File: src/rtl/dac_bus_pkg.sv
`timescale 1ns/1ps
package dac_bus_pkg;

    localparam logic [2:0] OP_WRITE      = 3'd0;
    localparam logic [2:0] OP_WRITE_LOAD = 3'd1;
    localparam logic [2:0] OP_LOAD       = 3'd2;
    localparam logic [2:0] OP_READ       = 3'd3;
    localparam logic [2:0] OP_RESET      = 3'd4;

    typedef enum logic [3:0] {
        ST_IDLE,
        ST_WSET,
        ST_WCS,
        ST_WHOLD,
        ST_LOAD,
        ST_RSEL,
        ST_RPULSE,
        ST_RSET,
        ST_RCS,
        ST_RREL
    } seq_state_e;

    // Nanoseconds to clock cycles, rounded up, never below one cycle.
    function automatic int ns_to_cyc(input int ns, input int clk_ps);
        int c;
        c = (ns * 1000 + clk_ps - 1) / clk_ps;
        return (c < 1) ? 1 : c;
    endfunction

    function automatic int max2(input int a, input int b);
        return (a > b) ? a : b;
    endfunction

endpackage

File: src/rtl/dac_bus_timer.sv
`timescale 1ns/1ps
module dac_bus_timer #(
    parameter int W = 5
) (
    input  logic         clk,
    input  logic         rst_n,
    input  logic         load,
    input  logic [W-1:0] load_val,
    output logic         done
);

    logic [W-1:0] cnt_d, cnt_q;

    // A load of N makes the current state last N cycles.
    always_comb begin
        cnt_d = cnt_q;
        if (load) begin
            cnt_d = (load_val == '0) ? '0 : load_val - 1'b1;
        end else if (cnt_q != '0) begin
            cnt_d = cnt_q - 1'b1;
        end
    end

    always_ff @(posedge clk or negedge rst_n) begin
        if (!rst_n) cnt_q <= '0;
        else        cnt_q <= cnt_d;
    end

    assign done = (cnt_q == '0);

    AST_TMR_STEP: assert property (@(posedge clk) disable iff (!rst_n)
        (!$past(load) && $past(cnt_q) != '0) |-> (cnt_q == $past(cnt_q) - 1'b1));

endmodule

File: src/rtl/dac_bus_rdcap.sv
`timescale 1ns/1ps
module dac_bus_rdcap #(
    parameter int DW = 12
) (
    input  logic          clk,
    input  logic          rst_n,
    input  logic          cap_en,
    input  logic [DW-1:0] bus_in,
    output logic [DW-1:0] word
);

    logic [DW-1:0] word_d, word_q;

    always_comb begin
        word_d = word_q;
        if (cap_en) word_d = bus_in;
    end

    always_ff @(posedge clk or negedge rst_n) begin
        if (!rst_n) word_q <= '0;
        else        word_q <= word_d;
    end

    assign word = word_q;

    AST_CAP_HOLD: assert property (@(posedge clk) disable iff (!rst_n)
        !cap_en |=> $stable(word_q));

endmodule

File: src/rtl/dac_bus_seq.sv
`timescale 1ns/1ps
module dac_bus_seq #(
    parameter int DW          = 12,
    parameter int CLK_PS      = 8000,
    parameter int T_WCS_NS    = 50,
    parameter int T_WHOLD_NS  = 5,
    parameter int T_RSU_NS    = 10,
    parameter int T_RCS_NS    = 200,
    parameter int T_RVALID_NS = 160,
    parameter int T_RREL_NS   = 100,
    parameter int T_PULSE_NS  = 50
) (
    input  logic          clk,
    input  logic          rst_n,
    input  logic          cmd_valid,
    output logic          cmd_ready,
    input  logic [2:0]    cmd_op,
    input  logic [DW-1:0] cmd_data,
    output logic          rsp_valid,
    output logic [DW-1:0] rsp_data,
    output logic          dac_cs_n,
    output logic          dac_rd_wr_n,
    output logic          dac_ld_n,
    output logic          dac_clr_n,
    output logic          dac_clr_mid,
    output logic [DW-1:0] dac_bus_out,
    output logic          dac_bus_oe,
    input  logic [DW-1:0] dac_bus_in
);
    import dac_bus_pkg::*;

    localparam int WCS_C   = ns_to_cyc(T_WCS_NS, CLK_PS);
    localparam int WHOLD_C = ns_to_cyc(T_WHOLD_NS, CLK_PS);
    localparam int RSU_C   = ns_to_cyc(T_RSU_NS, CLK_PS);
    localparam int RCS_C   = max2(ns_to_cyc(T_RCS_NS, CLK_PS),
                                  ns_to_cyc(T_RVALID_NS, CLK_PS) + 1);
    localparam int RREL_C  = ns_to_cyc(T_RREL_NS, CLK_PS);
    localparam int PULSE_C = ns_to_cyc(T_PULSE_NS, CLK_PS);
    localparam int MAX_C   = max2(max2(max2(WCS_C, WHOLD_C), max2(RSU_C, RCS_C)),
                                  max2(RREL_C, PULSE_C));
    localparam int TW      = $clog2(MAX_C + 1);

    typedef struct packed {
        seq_state_e    st;
        logic          cs_n;
        logic          rw;
        logic          ld_n;
        logic          clr_n;
        logic          clr_mid;
        logic          oe;
        logic          with_ld;
        logic [DW-1:0] wdata;
        logic          rsp_v;
    } seq_t;

    seq_t          seq_d, seq_q;
    logic          tmr_load;
    logic [TW-1:0] tmr_val;
    logic          tmr_done;
    logic          cap_en;

    dac_bus_timer #(.W(TW)) u_timer (
        .clk      (clk),
        .rst_n    (rst_n),
        .load     (tmr_load),
        .load_val (tmr_val),
        .done     (tmr_done)
    );

    dac_bus_rdcap #(.DW(DW)) u_rdcap (
        .clk    (clk),
        .rst_n  (rst_n),
        .cap_en (cap_en),
        .bus_in (dac_bus_in),
        .word   (rsp_data)
    );

    always_comb begin
        seq_d       = seq_q;
        seq_d.rsp_v = 1'b0;
        tmr_load    = 1'b0;
        tmr_val     = '0;
        cap_en      = 1'b0;
        case (seq_q.st)
            ST_IDLE: begin
                if (cmd_valid) begin
                    case (cmd_op)
                        OP_WRITE, OP_WRITE_LOAD: begin
                            seq_d.st      = ST_WSET;
                            seq_d.rw      = 1'b0;
                            seq_d.oe      = 1'b1;
                            seq_d.wdata   = cmd_data;
                            seq_d.with_ld = (cmd_op == OP_WRITE_LOAD);
                        end
                        OP_LOAD: begin
                            seq_d.st   = ST_LOAD;
                            seq_d.ld_n = 1'b0;
                            tmr_load   = 1'b1;
                            tmr_val    = TW'(PULSE_C);
                        end
                        OP_READ: begin
                            seq_d.st = ST_RSET;
                            seq_d.rw = 1'b1;
                            tmr_load = 1'b1;
                            tmr_val  = TW'(RSU_C);
                        end
                        OP_RESET: begin
                            seq_d.st      = ST_RSEL;
                            seq_d.clr_mid = cmd_data[0];
                        end
                        default: seq_d.st = ST_IDLE;
                    endcase
                end
            end
            ST_WSET: begin
                seq_d.st   = ST_WCS;
                seq_d.cs_n = 1'b0;
                seq_d.ld_n = !seq_q.with_ld;
                tmr_load   = 1'b1;
                tmr_val    = TW'(WCS_C);
            end
            ST_WCS: begin
                if (tmr_done) begin
                    seq_d.st   = ST_WHOLD;
                    seq_d.cs_n = 1'b1;
                    seq_d.ld_n = 1'b1;
                    tmr_load   = 1'b1;
                    tmr_val    = TW'(WHOLD_C);
                end
            end
            ST_WHOLD: begin
                if (tmr_done) begin
                    seq_d.st = ST_IDLE;
                    seq_d.rw = 1'b1;
                    seq_d.oe = 1'b0;
                end
            end
            ST_LOAD: begin
                if (tmr_done) begin
                    seq_d.st   = ST_IDLE;
                    seq_d.ld_n = 1'b1;
                end
            end
            ST_RSEL: begin
                seq_d.st    = ST_RPULSE;
                seq_d.clr_n = 1'b0;
                tmr_load    = 1'b1;
                tmr_val     = TW'(PULSE_C);
            end
            ST_RPULSE: begin
                if (tmr_done) begin
                    seq_d.st    = ST_IDLE;
                    seq_d.clr_n = 1'b1;
                end
            end
            ST_RSET: begin
                if (tmr_done) begin
                    seq_d.st   = ST_RCS;
                    seq_d.cs_n = 1'b0;
                    tmr_load   = 1'b1;
                    tmr_val    = TW'(RCS_C);
                end
            end
            ST_RCS: begin
                if (tmr_done) begin
                    cap_en     = 1'b1;
                    seq_d.st   = ST_RREL;
                    seq_d.cs_n = 1'b1;
                    tmr_load   = 1'b1;
                    tmr_val    = TW'(RREL_C);
                end
            end
            ST_RREL: begin
                if (tmr_done) begin
                    seq_d.st    = ST_IDLE;
                    seq_d.rsp_v = 1'b1;
                end
            end
            default: seq_d.st = ST_IDLE;
        endcase
    end

    always_ff @(posedge clk or negedge rst_n) begin
        if (!rst_n) begin
            seq_q.st      <= ST_IDLE;
            seq_q.cs_n    <= 1'b1;
            seq_q.rw      <= 1'b1;
            seq_q.ld_n    <= 1'b1;
            seq_q.clr_n   <= 1'b1;
            seq_q.clr_mid <= 1'b0;
            seq_q.oe      <= 1'b0;
            seq_q.with_ld <= 1'b0;
            seq_q.wdata   <= '0;
            seq_q.rsp_v   <= 1'b0;
        end else begin
            seq_q <= seq_d;
        end
    end

    assign cmd_ready   = (seq_q.st == ST_IDLE);
    assign rsp_valid   = seq_q.rsp_v;
    assign dac_cs_n    = seq_q.cs_n;
    assign dac_rd_wr_n = seq_q.rw;
    assign dac_ld_n    = seq_q.ld_n;
    assign dac_clr_n   = seq_q.clr_n;
    assign dac_clr_mid = seq_q.clr_mid;
    assign dac_bus_out = seq_q.wdata;
    assign dac_bus_oe  = seq_q.oe;

    AST_OE_ONLY_WRITE: assert property (@(posedge clk) disable iff (!rst_n)
        dac_bus_oe |-> !dac_rd_wr_n);
    AST_WDATA_HELD: assert property (@(posedge clk) disable iff (!rst_n)
        (dac_bus_oe && $past(dac_bus_oe)) |-> $stable(dac_bus_out));
    AST_CS_BUSY: assert property (@(posedge clk) disable iff (!rst_n)
        !dac_cs_n |-> !cmd_ready);
    AST_CS_RW_STABLE: assert property (@(posedge clk) disable iff (!rst_n)
        (!dac_cs_n && !$past(dac_cs_n)) |-> $stable(dac_rd_wr_n));
    AST_LD_NOT_IN_READ: assert property (@(posedge clk) disable iff (!rst_n)
        (!dac_ld_n && !dac_cs_n) |-> !dac_rd_wr_n);
    AST_RSP_PULSE: assert property (@(posedge clk) disable iff (!rst_n)
        rsp_valid |=> !rsp_valid);
    AST_CLR_SEL_HELD: assert property (@(posedge clk) disable iff (!rst_n)
        !dac_clr_n |-> $stable(dac_clr_mid));

endmodule

File: config.mk
export PLATFORM = sky130hd
export DESIGN_NAME = dac_bus_seq
export DESIGN_NICKNAME = d
export VERILOG_FILES = /design/src/rtl/dac_bus_pkg.sv /design/src/rtl/dac_bus_timer.sv /design/src/rtl/dac_bus_rdcap.sv /design/src/rtl/dac_bus_seq.sv
export SDC_FILE = /design/constraint.sdc
export NUM_CORES = 1
export LEC_CHECK = 0
export ABC_AREA = 1
export BUFFER_PORTS_ARGS = -buffer_cell sky130_fd_sc_hd__clkbuf_2
export CORE_MARGIN = 2
export CORE_UTILIZATION = 52
export DETAILED_ROUTE_END_ITERATION = 12
export GPL_ROUTABILITY_DRIVEN = 0
export HOLD_SLACK_MARGIN = 0.06
export MAX_ROUTING_LAYER = met4
export PLACE_DENSITY = 0.92
export SYNTH_ARGS = -nofsm -noshare
export SYNTH_HDL_FRONTEND = slang
export SYNTH_SLANG_ARGS = --single-unit
export TNS_END_PERCENT = 5
File: constraint.sdc
create_clock -name clk -period 2 [get_ports clk]
set_input_delay 0.2 -clock clk [delete_from_list [all_inputs] [get_ports clk]]
set_output_delay 0.2 -clock clk [all_outputs]
set_load 0.01 [all_outputs]
== Word level (Yosys, flattened, before mapping) ==
Index checks and enable logic that the tools add are counted.
Operators by class
  reductions and logical operators: 25
  equal/unequal tests: 24
  $add $sub $neg: 2
  mux-type cells: 34
Operators with widths (count)
  5-bit 2-to-1 mux: 7
  14-bit 2-to-1 mux: 2
  4-bit one-hot mux with 7 select lines: 1
  5-bit one-hot mux with 5 select lines: 1
  4-bit by 3-bit equality test with 1-bit output (second input constant): 4
  4-bit AND reduction: 4
  4-bit 2-to-1 mux: 3
  2-bit != test (second input constant): 6
  3-bit one-hot mux with 4 select lines: 1
  5-bit zero test: 2
  5-bit by 1-bit subtractor with 5-bit output (second input constant): 2
  1-bit 2-to-1 mux: 9
  4-bit by 2-bit equality test with 1-bit output (second input constant): 2
  4-bit equality test (second input constant): 2
  2-bit by 1-bit != test with 1-bit output (second input constant): 4
  1-bit one-hot mux with 2 select lines: 4
  2-bit OR reduction: 4
  3-bit by 2-bit equality test with 1-bit output (second input constant): 2
  1-bit one-hot mux with 3 select lines: 2
  3-bit one-hot mux with 2 select lines: 1
  3-bit AND reduction: 2
  2-bit nonzero test: 3
  5-bit AND reduction: 1
  5-bit nonzero test: 1
  15 further kinds: 15
Word-level totals
  input port bits: 30
  output and inout bits: 32
  flip-flop bits (word level): 41
  logic and storage cells: 97

== Depth between registers and ports, before layout ==
Gate-level depths: netlist of the first run.
  word-level depth: 7
  depth in mapped cells: 13
  depth with buffers taken out: 13

== By module ==
Synthesis of the first run repeated with hierarchy kept, for this count alone.
Second synthesis, totals
  cell total of the unflattened synthesis: 303
  area, all modules: 2255.9 um^2
By module, submodules not included
  dac_bus_seq: cells each 194, times used 1, area each 1413.9 um^2, sequential area each 605.6 um^2
  dac_bus_rdcap: cells each 51, times used 1, area each 457.9 um^2, sequential area each 300.3 um^2
  dac_bus_timer: cells each 58, times used 1, area each 384.1 um^2, sequential area each 125.1 um^2

== Worst setup path before layout of the first run ==
No wires, ideal clock.
  kind: flip-flop to flip-flop
  start point: reg u_timer.cnt_q[0]
  end point: reg u_timer.cnt_q[2]
  path buffers: 0
  slack: 0.254 ns
  period minus slack after synthesis: 1.746 ns
  required time: 1.878 ns
  setup time: 0.122 ns
  cell stages (with the launch flop): 13
  arrival time: 1.624 ns
  path through: dfrtp_1 inv_1 ha_1 nand2_1 nor2_1 nand2_1 nand2_2 nor3_1 ha_1 nand3_1 nand2_1 nand2_1 a21boi_2
Between the ends
  word-level cells in the longest chain between the ends: 6
  elaborated cells on any way between the ends: 15
  those cells by class: add/sub: 2; mux: 9; reduce/logical: 4
Ends and longest elaborated chain
  start: declaration: line dac_bus_timer.sv:12  | logic [W-1:0] cnt_d, cnt_q;
  start signal: assignment: line dac_bus_timer.sv:26  | else cnt_q <= cnt_d;
  5-bit zero test: line dac_bus_timer.sv:29  | assign done = (cnt_q == '0);
  4-bit 2-to-1 mux, or another cell as far along: line dac_bus_seq.sv:165  | if (tmr_done) begin
  5-bit one-hot mux with 5 select lines: line dac_bus_seq.sv:84  | case (seq_q.st)
  5-bit by 1-bit subtractor with 5-bit output or 5-bit zero test (tied branches): line dac_bus_timer.sv:18  | cnt_d = (load_val == '0) ? '0 : load_val - 1'b1;
  5-bit 2-to-1 mux: line dac_bus_timer.sv:18
  5-bit 2-to-1 mux: line dac_bus_timer.sv:17  | if (load) begin
Parallel ways exist; a longest one is shown, timed or not. The select of a mux whose other input is x is not followed.
A chain may end at the register's enable or synchronous reset.

== Worst setup path after layout of the first run ==
  start point: reg seq_q[20] in the netlist's numbering
  end point: reg u_timer.cnt_q[0]
Between the ends
  word-level cells in the longest chain between the ends: 6
  elaborated cells on any way between the ends: 15
  those cells by class: add/sub: 1; eq/ne: 5; mux: 4; reduce/logical: 5
Ends and longest elaborated chain
  start: declaration: line dac_bus_seq.sv:56  | seq_t seq_d, seq_q;
  start signal: assignment: line dac_bus_seq.sv:196  | seq_q <= seq_d;
  4-bit by 3-bit equality test with 1-bit output or 4-bit by 1-bit equality test with 1-bit output (tied branches): line dac_bus_seq.sv:84
  2-bit OR reduction (no line)
  5-bit one-hot mux with 5 select lines: line dac_bus_seq.sv:84
  5-bit by 1-bit subtractor with 5-bit output or 5-bit zero test (tied branches): line dac_bus_timer.sv:18
  5-bit 2-to-1 mux: line dac_bus_timer.sv:18
  5-bit 2-to-1 mux: line dac_bus_timer.sv:17
Parallel ways exist; a longest one is shown, timed or not.

==> results.cfg, run 1 <==
[outcome]
outcome = finished, final reports clean

[cts]
cts_tree = done
cts_max_path_buffers = 2
clk_pin_slew_worst_paths_ns = 0.08
ctsHtreeMaxLevel = 2
cts_inserted_buffers = 5
cts_sinks = 41
ctsRootBufferMaster = clkbuf_8
clk_latency_ns = 0.30
postCtsSetupBuffers = 0

[route]
initialDrtViolationCount = 152
routedWlPerCell_um = 12.1
ant_nets = 0
avgViaCountPerCell = 5.02
vias = 1961
first_pass_iters = 4
drt_wl_total_mm = 4.74
drc_errors = 0

[global_routing]
antenna_found_initial = 0
grt_max_degree = 23
grt_pass1_vias = 1709
grt-ovfl-total = 0
grt_pass1_wl_mm = 7.40
grtUsageTotal_pct = 21.9

[power]
power_density_mw_per_mm2 = 1510
seq_power_share_pct = 35.9
clkPwrFrac_pct = 17.9
leakagePower_nw = 1.43
swShare_pct = 41.6
max-vdd-ir-drop_mv = 0.774
combPwrFrac_pct = 46.1
switching_power_mw = 1.64
intPower_mw = 2.30

[run]
max_cap_violations = 0

[setup_path]
critPathMaxFanout = 6
rrSetupSlack_ns = 0.15
worstPathCellList = nor2_2 > nand2_2 > nand2_2 > nand2_2 > inv_2 > nor3_1 > ha_1 > nand3_1 > nand4_1 > a21oi_1
worstReg2RegStart = seq_q[20]
cpMostUsedCell = nand2_2
cp_data_arrival_time_ns = 2.08
cp-start-kind = flip-flop
r2r_cells = 10
crit_type = flip-flop to flip-flop
worst_r2r_endpoint = u_timer.cnt_q[0]
crit_slowest_cell = dfrtp_1
cpPeakStageDelay_ns = 0.43
cp.required_ns = 2.23
end_kind = flip-flop

[finish]
layout.nets = 373
final_cell_mix = 108 x nand2_1, 61 x clkbuf_2, 37 x dfrtp_1, 29 x inv_1, 22 x nor2_1
fin_area_mm2 = 0.00261
fin_util_pct = 64.7
area_growth_syn_to_layout_pct = 18.7
diodes = 0
final_cells = 391
final_common_cell = nand2_1
final_layout_size_suffix_gt1_share_pct = 29.3

[worst_hold_path]
hold_path.startpoint = cmd_data[7]
worstHoldPathType = input pin to flip-flop
holdPathStages = 3
min_to = dac_bus_out[7]

[floorplan]
pin_count = 62
die_w_um = 69.0
die_y_um = 69.0
start_util_pct = 54.5
die_area_mm2 = 0.00476
fp.coreArea_mm2 = 0.00403
rows = 23

[sta]
fin_crit_ns = 1.85
final.setup.tns_ns = 0
hold_viol = 0
fin_crit_sh_pct = 92.3
fin_skew_ns = 0.00572
tightestPinTransition_ns = 0.480
fmax_mhz = 542
slew-limit-headroom_pct = 68.0
final-setup-viol-count = 0
rsz0062_at_grt = no
layout_setup_ws_ns = 0.154
slew_viol_final = 0

[synth]
seq_area_frac_synth_pct = 47.0
ys_types = 29
synth_area_per_cell_um2 = 7.73
synth_area_mm2 = 0.00219
synth_seq_cells = 41
synth_fp_nets = 317
netlist_instances = 284
yosysWarnings = 0

[place]
place_ws_ns = 0.142
port_buffers = 61
place_area_mm2 = 0.00247
dp.cells = 382
hpwl_mm = 3.67
[cell type report]
| cell class | instances | area, µm² |
|---|---|---|
| clock inverter | 2 | 37.5 |
| timing repair buffer | 65 | 338 |
| multi-input combinational | 194 | 930 |
| inverter | 33 | 124 |
| sequential | 41 | 1030 |
| clock buffer | 6 | 82.6 |
| tap | 50 | 62.6 |
| fill | 334 | 1420 |
[how the worst max path moves through the flow]
| stage | from | endpoint | cells past startpoint |
|---|---|---|---|
| global placement | u_timer.cnt_q[0] | u_timer.cnt_q[0] | 11 |
| CTS | u_timer.cnt_q[0] | u_timer.cnt_q[0] | 11 |
| detailed placement | u_timer.cnt_q[0] | u_timer.cnt_q[1] | 11 |
| finish | seq_q[20] | u_timer.cnt_q[0] | 10 |
| floorplan | u_timer.cnt_q[0] | u_timer.cnt_q[2] | 12 |
| global route | seq_q[20] | u_timer.cnt_q[0] | 10 |
[worst max-delay path, delay by kind of cell (launching register included)]
| kind | cells | cell delay (ns) |
|---|---|---|
| compound gates | 1 | 0.14 |
| fa+ha+maj | 1 | 0.22 |
| simple gates | 7 | 0.87 |
| flops | 1 | 0.43 |
| buf+inv | 1 | 0.11 |
[power groups by stage]
stage	logic, mW	registers [mW]	clock network (mW)
finish	1.82	1.41	0.706
global route	2.08	1.47	0.756
CTS	1.82	1.41	0.719
detailed placement	1.80	1.43	0
global placement	1.72	1.41	0
floorplan	1.34	1.45	0
[per-layer routing]
layer / share of wire (%) / vias up / GRT usage (%) / wire [µm]
met1: 41 / 921 / 25.6 / 1960
met2: 52 / 55 / 36.8 / 2450
met3: 5.4 / 7 / 6.01 / 257
met5: 0 / - / - / 0
met4: 1.6 / 0 / 7.11 / 74
li1: - / 978 / - / -
[registers in the layout, indices dropped and copies added, names as in the netlist, 5 cells and up]
register and flops:
u_rdcap.word 12, dac_bus_out 12, seq_q 5, u_timer.cnt_q 5
[kinds of logic (layout without fill, tap and decap cells)]
logic type                 Yosys count  after routing  synth area share, %
AOI/OAI and AO/OA                   30             30                 8.15
xor gates and xnor gates             3              3                 1.20
adders and majority gates            3              3                 1.71
buffers and inverters               49            106                 10.8
DFF                                 41             41                 47.0
and+or+nand+nor                    158            158                 31.2
[metrics by stage]
| stage | power [mW] | hold WS (ns) |
|---|---|---|
| floorplan | 2.79 | -0.0956 |
| global placement | 3.13 | 0.172 |
| detailed placement | 3.23 | 0.180 |
| CTS | 3.95 | 0.0862 |
| global route | 4.30 | 0.0891 |
| finish | 3.94 | 0.0906 |
[Yosys cell counts]
cell,count,area [µm²]
o31ai_1,1,7.51
nor2_1,23,86.3
inv_1,29,109
nor2_4,5,56.3
o21ai_2,1,8.76
o21a_1,1,7.51
nand3_1,5,25.0
nand3_2,1,10.0
xor2_1,3,26.3
nand2_4,1,11.3
o21ai_1,1,5.00
ha_1,3,37.5
o211ai_1,2,15.0
inv_2,4,15.0
dfrtp_1,37,926
nor2_2,2,12.5
a21boi_2,1,11.3
o21ai_0,15,75.1
nand2_2,7,43.8
nand2_1,108,405
o211ai_2,1,12.5
nor3_1,3,15.0
o22ai_1,1,6.26
nand4_1,2,12.5
nor4_1,1,6.26
buf_4,13,97.6
dfstp_2,4,105
buf_2,3,15.0
a21oi_1,6,30.0
[repair_timing]
action	CTS	global route
gates resized for setup	0	1
hold buffers	1	0
setup endpoints to repair	0	3
hold endpoints to repair	16	0
(Power assumes the default switching activity.)
==> inputs of run 2 (changes only) <==
--- a/config.mk
+++ b/config.mk
@@ -8,12 +8,12 @@
 export ABC_AREA = 1
 export BUFFER_PORTS_ARGS = -buffer_cell sky130_fd_sc_hd__clkbuf_2
 export CORE_MARGIN = 2
-export CORE_UTILIZATION = 52
+export CORE_UTILIZATION = 40
 export DETAILED_ROUTE_END_ITERATION = 12
 export GPL_ROUTABILITY_DRIVEN = 0
 export HOLD_SLACK_MARGIN = 0.06
 export MAX_ROUTING_LAYER = met4
-export PLACE_DENSITY = 0.92
+export PLACE_DENSITY = 0.76
 export SYNTH_ARGS = -nofsm -noshare
 export SYNTH_HDL_FRONTEND = slang
 export SYNTH_SLANG_ARGS = --single-unit
==> constraint.sdc (replaced) <==
create_clock -name clk -period 2 [get_ports clk]
set_input_delay 0.4 -clock clk [delete_from_list [all_inputs] [get_ports clk]]
set_output_delay 0.4 -clock clk [all_outputs]
set_load 0.01 [all_outputs]
==> run 2 against run 1 <==
Sequential cell count did not move; clock skew increased by 0.0011 ns; register-to-register slack improved by 0.05 ns; combinational power about the same; critical path depth up 1; fmax rose by 2.5%; global-route usage fell by 5.8 points; clock power fell by 20%; core utilization fell by 14 points; setup slack improved by 0.045 ns; first-iteration DRC count shrank 25%; final area rose by 0.24%; highest routed layer unchanged.
==> results.cfg, run 2 (synthesis gave the netlist of run 1 again) <==
[cts]
ctsHtreeMaxLevel = 2
cts_tree = done
clk_latency_ns = 0.29
postCtsSetupBuffers = 0
cts_max_path_buffers = 2
hold_buffers = 0
clk_pin_slew_worst_paths_ns = 0.08
cts_sinks = 41
ctsRootBufferMaster = clkbuf_8
cts_inserted_buffers = 5

[finish]
fin_area_mm2 = 0.00261
fill_cells = 523
area_growth_syn_to_layout_pct = 19.0
final_common_cell = nand2_1
final_cells = 411
regArea_mm2 = 0.00103
diodes = 0
layout.nets = 373
multiInputGateArea_um2 = 937
final_layout_size_suffix_gt1_share_pct = 30.2
fin_util_pct = 50.2
final_cell_mix = 108 x nand2_1, 61 x clkbuf_2, 37 x dfrtp_1, 29 x inv_1, 22 x nor2_1

[floorplan]
fp.coreArea_mm2 = 0.00520
die_w_um = 78.1
die_y_um = 78.1
start_util_pct = 42.2
pin_count = 62
die_area_mm2 = 0.00609
rows = 26

[setup_path]
end_kind = flip-flop
critPathMaxFanout = 4
cp.required_ns = 2.22
crit_type = flip-flop to flip-flop
cp-start-kind = flip-flop
cp_data_arrival_time_ns = 2.02

[sta]
final-setup-viol-count = 0
tightestPinTransition_ns = 0.601
hold_viol = 0
fin_crit_ns = 1.80
slew_viol_final = 0
slew-limit-headroom_pct = 59.9
fin_crit_sh_pct = 90.0
fin_skew_ns = 0.00681
fmax_mhz = 555
finalHoldWorstSlack_ns = 0.0954

[place]
hpwl_mm = 3.49
place_area_mm2 = 0.00250
port_buffers = 61
dp.cells = 403

[route]
drt_wl_total_mm = 4.38
avgViaCountPerCell = 4.56
drc_errors = 0
first_pass_iters = 4
routedWlPerCell_um = 10.7
ant_nets = 0
initialDrtViolationCount = 114
vias = 1873

[power]
intPower_mw = 2.18
power_density_mw_per_mm2 = 1440
power_mw = 3.77
swShare_pct = 42.2
leakagePower_nw = 1.43
clkPwrFrac_pct = 15.0
combPwrFrac_pct = 47.4
switching_power_mw = 1.59
max-vdd-ir-drop_mv = 0.603
seq_power_share_pct = 37.5

[run]
max_cap_violations = 0

[worst_hold_path]
worstHoldPathType = input pin to asynchronous set/reset pin

[global_routing]
antenna_found_initial = 0
grt_pass1_vias = 1789
grt_pass1_wl_mm = 7.73
grtUsageTotal_pct = 16.1
grt-ovfl-total = 0
grt_max_degree = 25

[outcome]
outcome = finished, final reports clean
-- run 2: cell count changes in the layout (fill, tap and decap cells not counted), sizes merged --
cell,delta
dlygate4sd3,-1
buf,+1
clkinvlp,-1
bufinv,-1
clkinv,+2
-- run 2: routing by layer --
layer	up-vias	share of wire, %	global-route usage [%]
met5	-	0	-
met4	0	2.6	5.96
met3	13	6.5	3.56
met2	72	44	25.3
met1	810	47	20.7
li1	978	-	-
-- run 2: final timing paths --
| path | start | endpoint | slack, ns | cells after the start |
|---|---|---|---|---|
| setup / recovery | u_timer.cnt_q[0] | u_timer.cnt_q[1] | 0.20 | 11 |
| min in group clk | cmd_data[3] | dac_bus_out[3] | 0.29 | 3 |
| hold reg to reg | u_rdcap.word[10] | u_rdcap.word[10] | 0.47 | 2 |
| hold / removal | rst_n | rsp_valid | 0.1 | 1 |
| setup reg to reg | u_timer.cnt_q[0] | u_timer.cnt_q[1] | 0.20 | 11 |
| max in group asynchronous | rst_n | u_rdcap.word[0] | 1.28 | 2 |
-- run 2: worst max-delay path: stages, from the launching register on --
cell,delay [ns]
dfrtp_1,0.38
inv_1,0.11
ha_1,0.18
nand2_1,0.07
nor2_2,0.17
nand2_1,0.12
nand2_2,0.10
nor3_2,0.05
ha_2,0.20
nand4_1,0.12
nand3_1,0.08
a21oi_1,0.14
-- run 2: stage by stage --
| step | setup TNS (ns) | setup WS [ns] |
|---|---|---|
| 3_3_place_gp | 0 | 0.263 |
| 3_5_place_dp | 0 | 0.149 |
| 4_1_cts | 0 | 0.116 |
| 5_1_grt | -0.0208 | -0.0131 |
| 2_1_floorplan | 0 | 0.254 |
| 6_report | 0 | 0.199 |
-- run 2: final cells by class --
type,count,share of cell area [%]
Tap cell,70,3.35
Clock buffer,6,3.16
Clock inverter,2,0.527
Sequential cell,41,39.5
Inverter,33,4.74
Multi-Input combinational cell,194,35.9
Timing Repair Buffer,65,12.8
-- run 2: timing repair --
| item | CTS | global route |
|---|---|---|
| hold endpoints to repair | 0 | 0 |
| endpoints found under the setup margin | 0 | 3 |
| resized for setup | 0 | 3 |
-- run 2: power groups by stage --
stage	sequential [mW]	clock (mW)	combinational, mW
finish	1.42	0.567	1.79
global placement	1.42	0	1.73
CTS	1.41	0.584	1.79
global route	1.47	0.617	2.07
detailed placement	1.42	0	1.79
floorplan	1.45	0	1.34
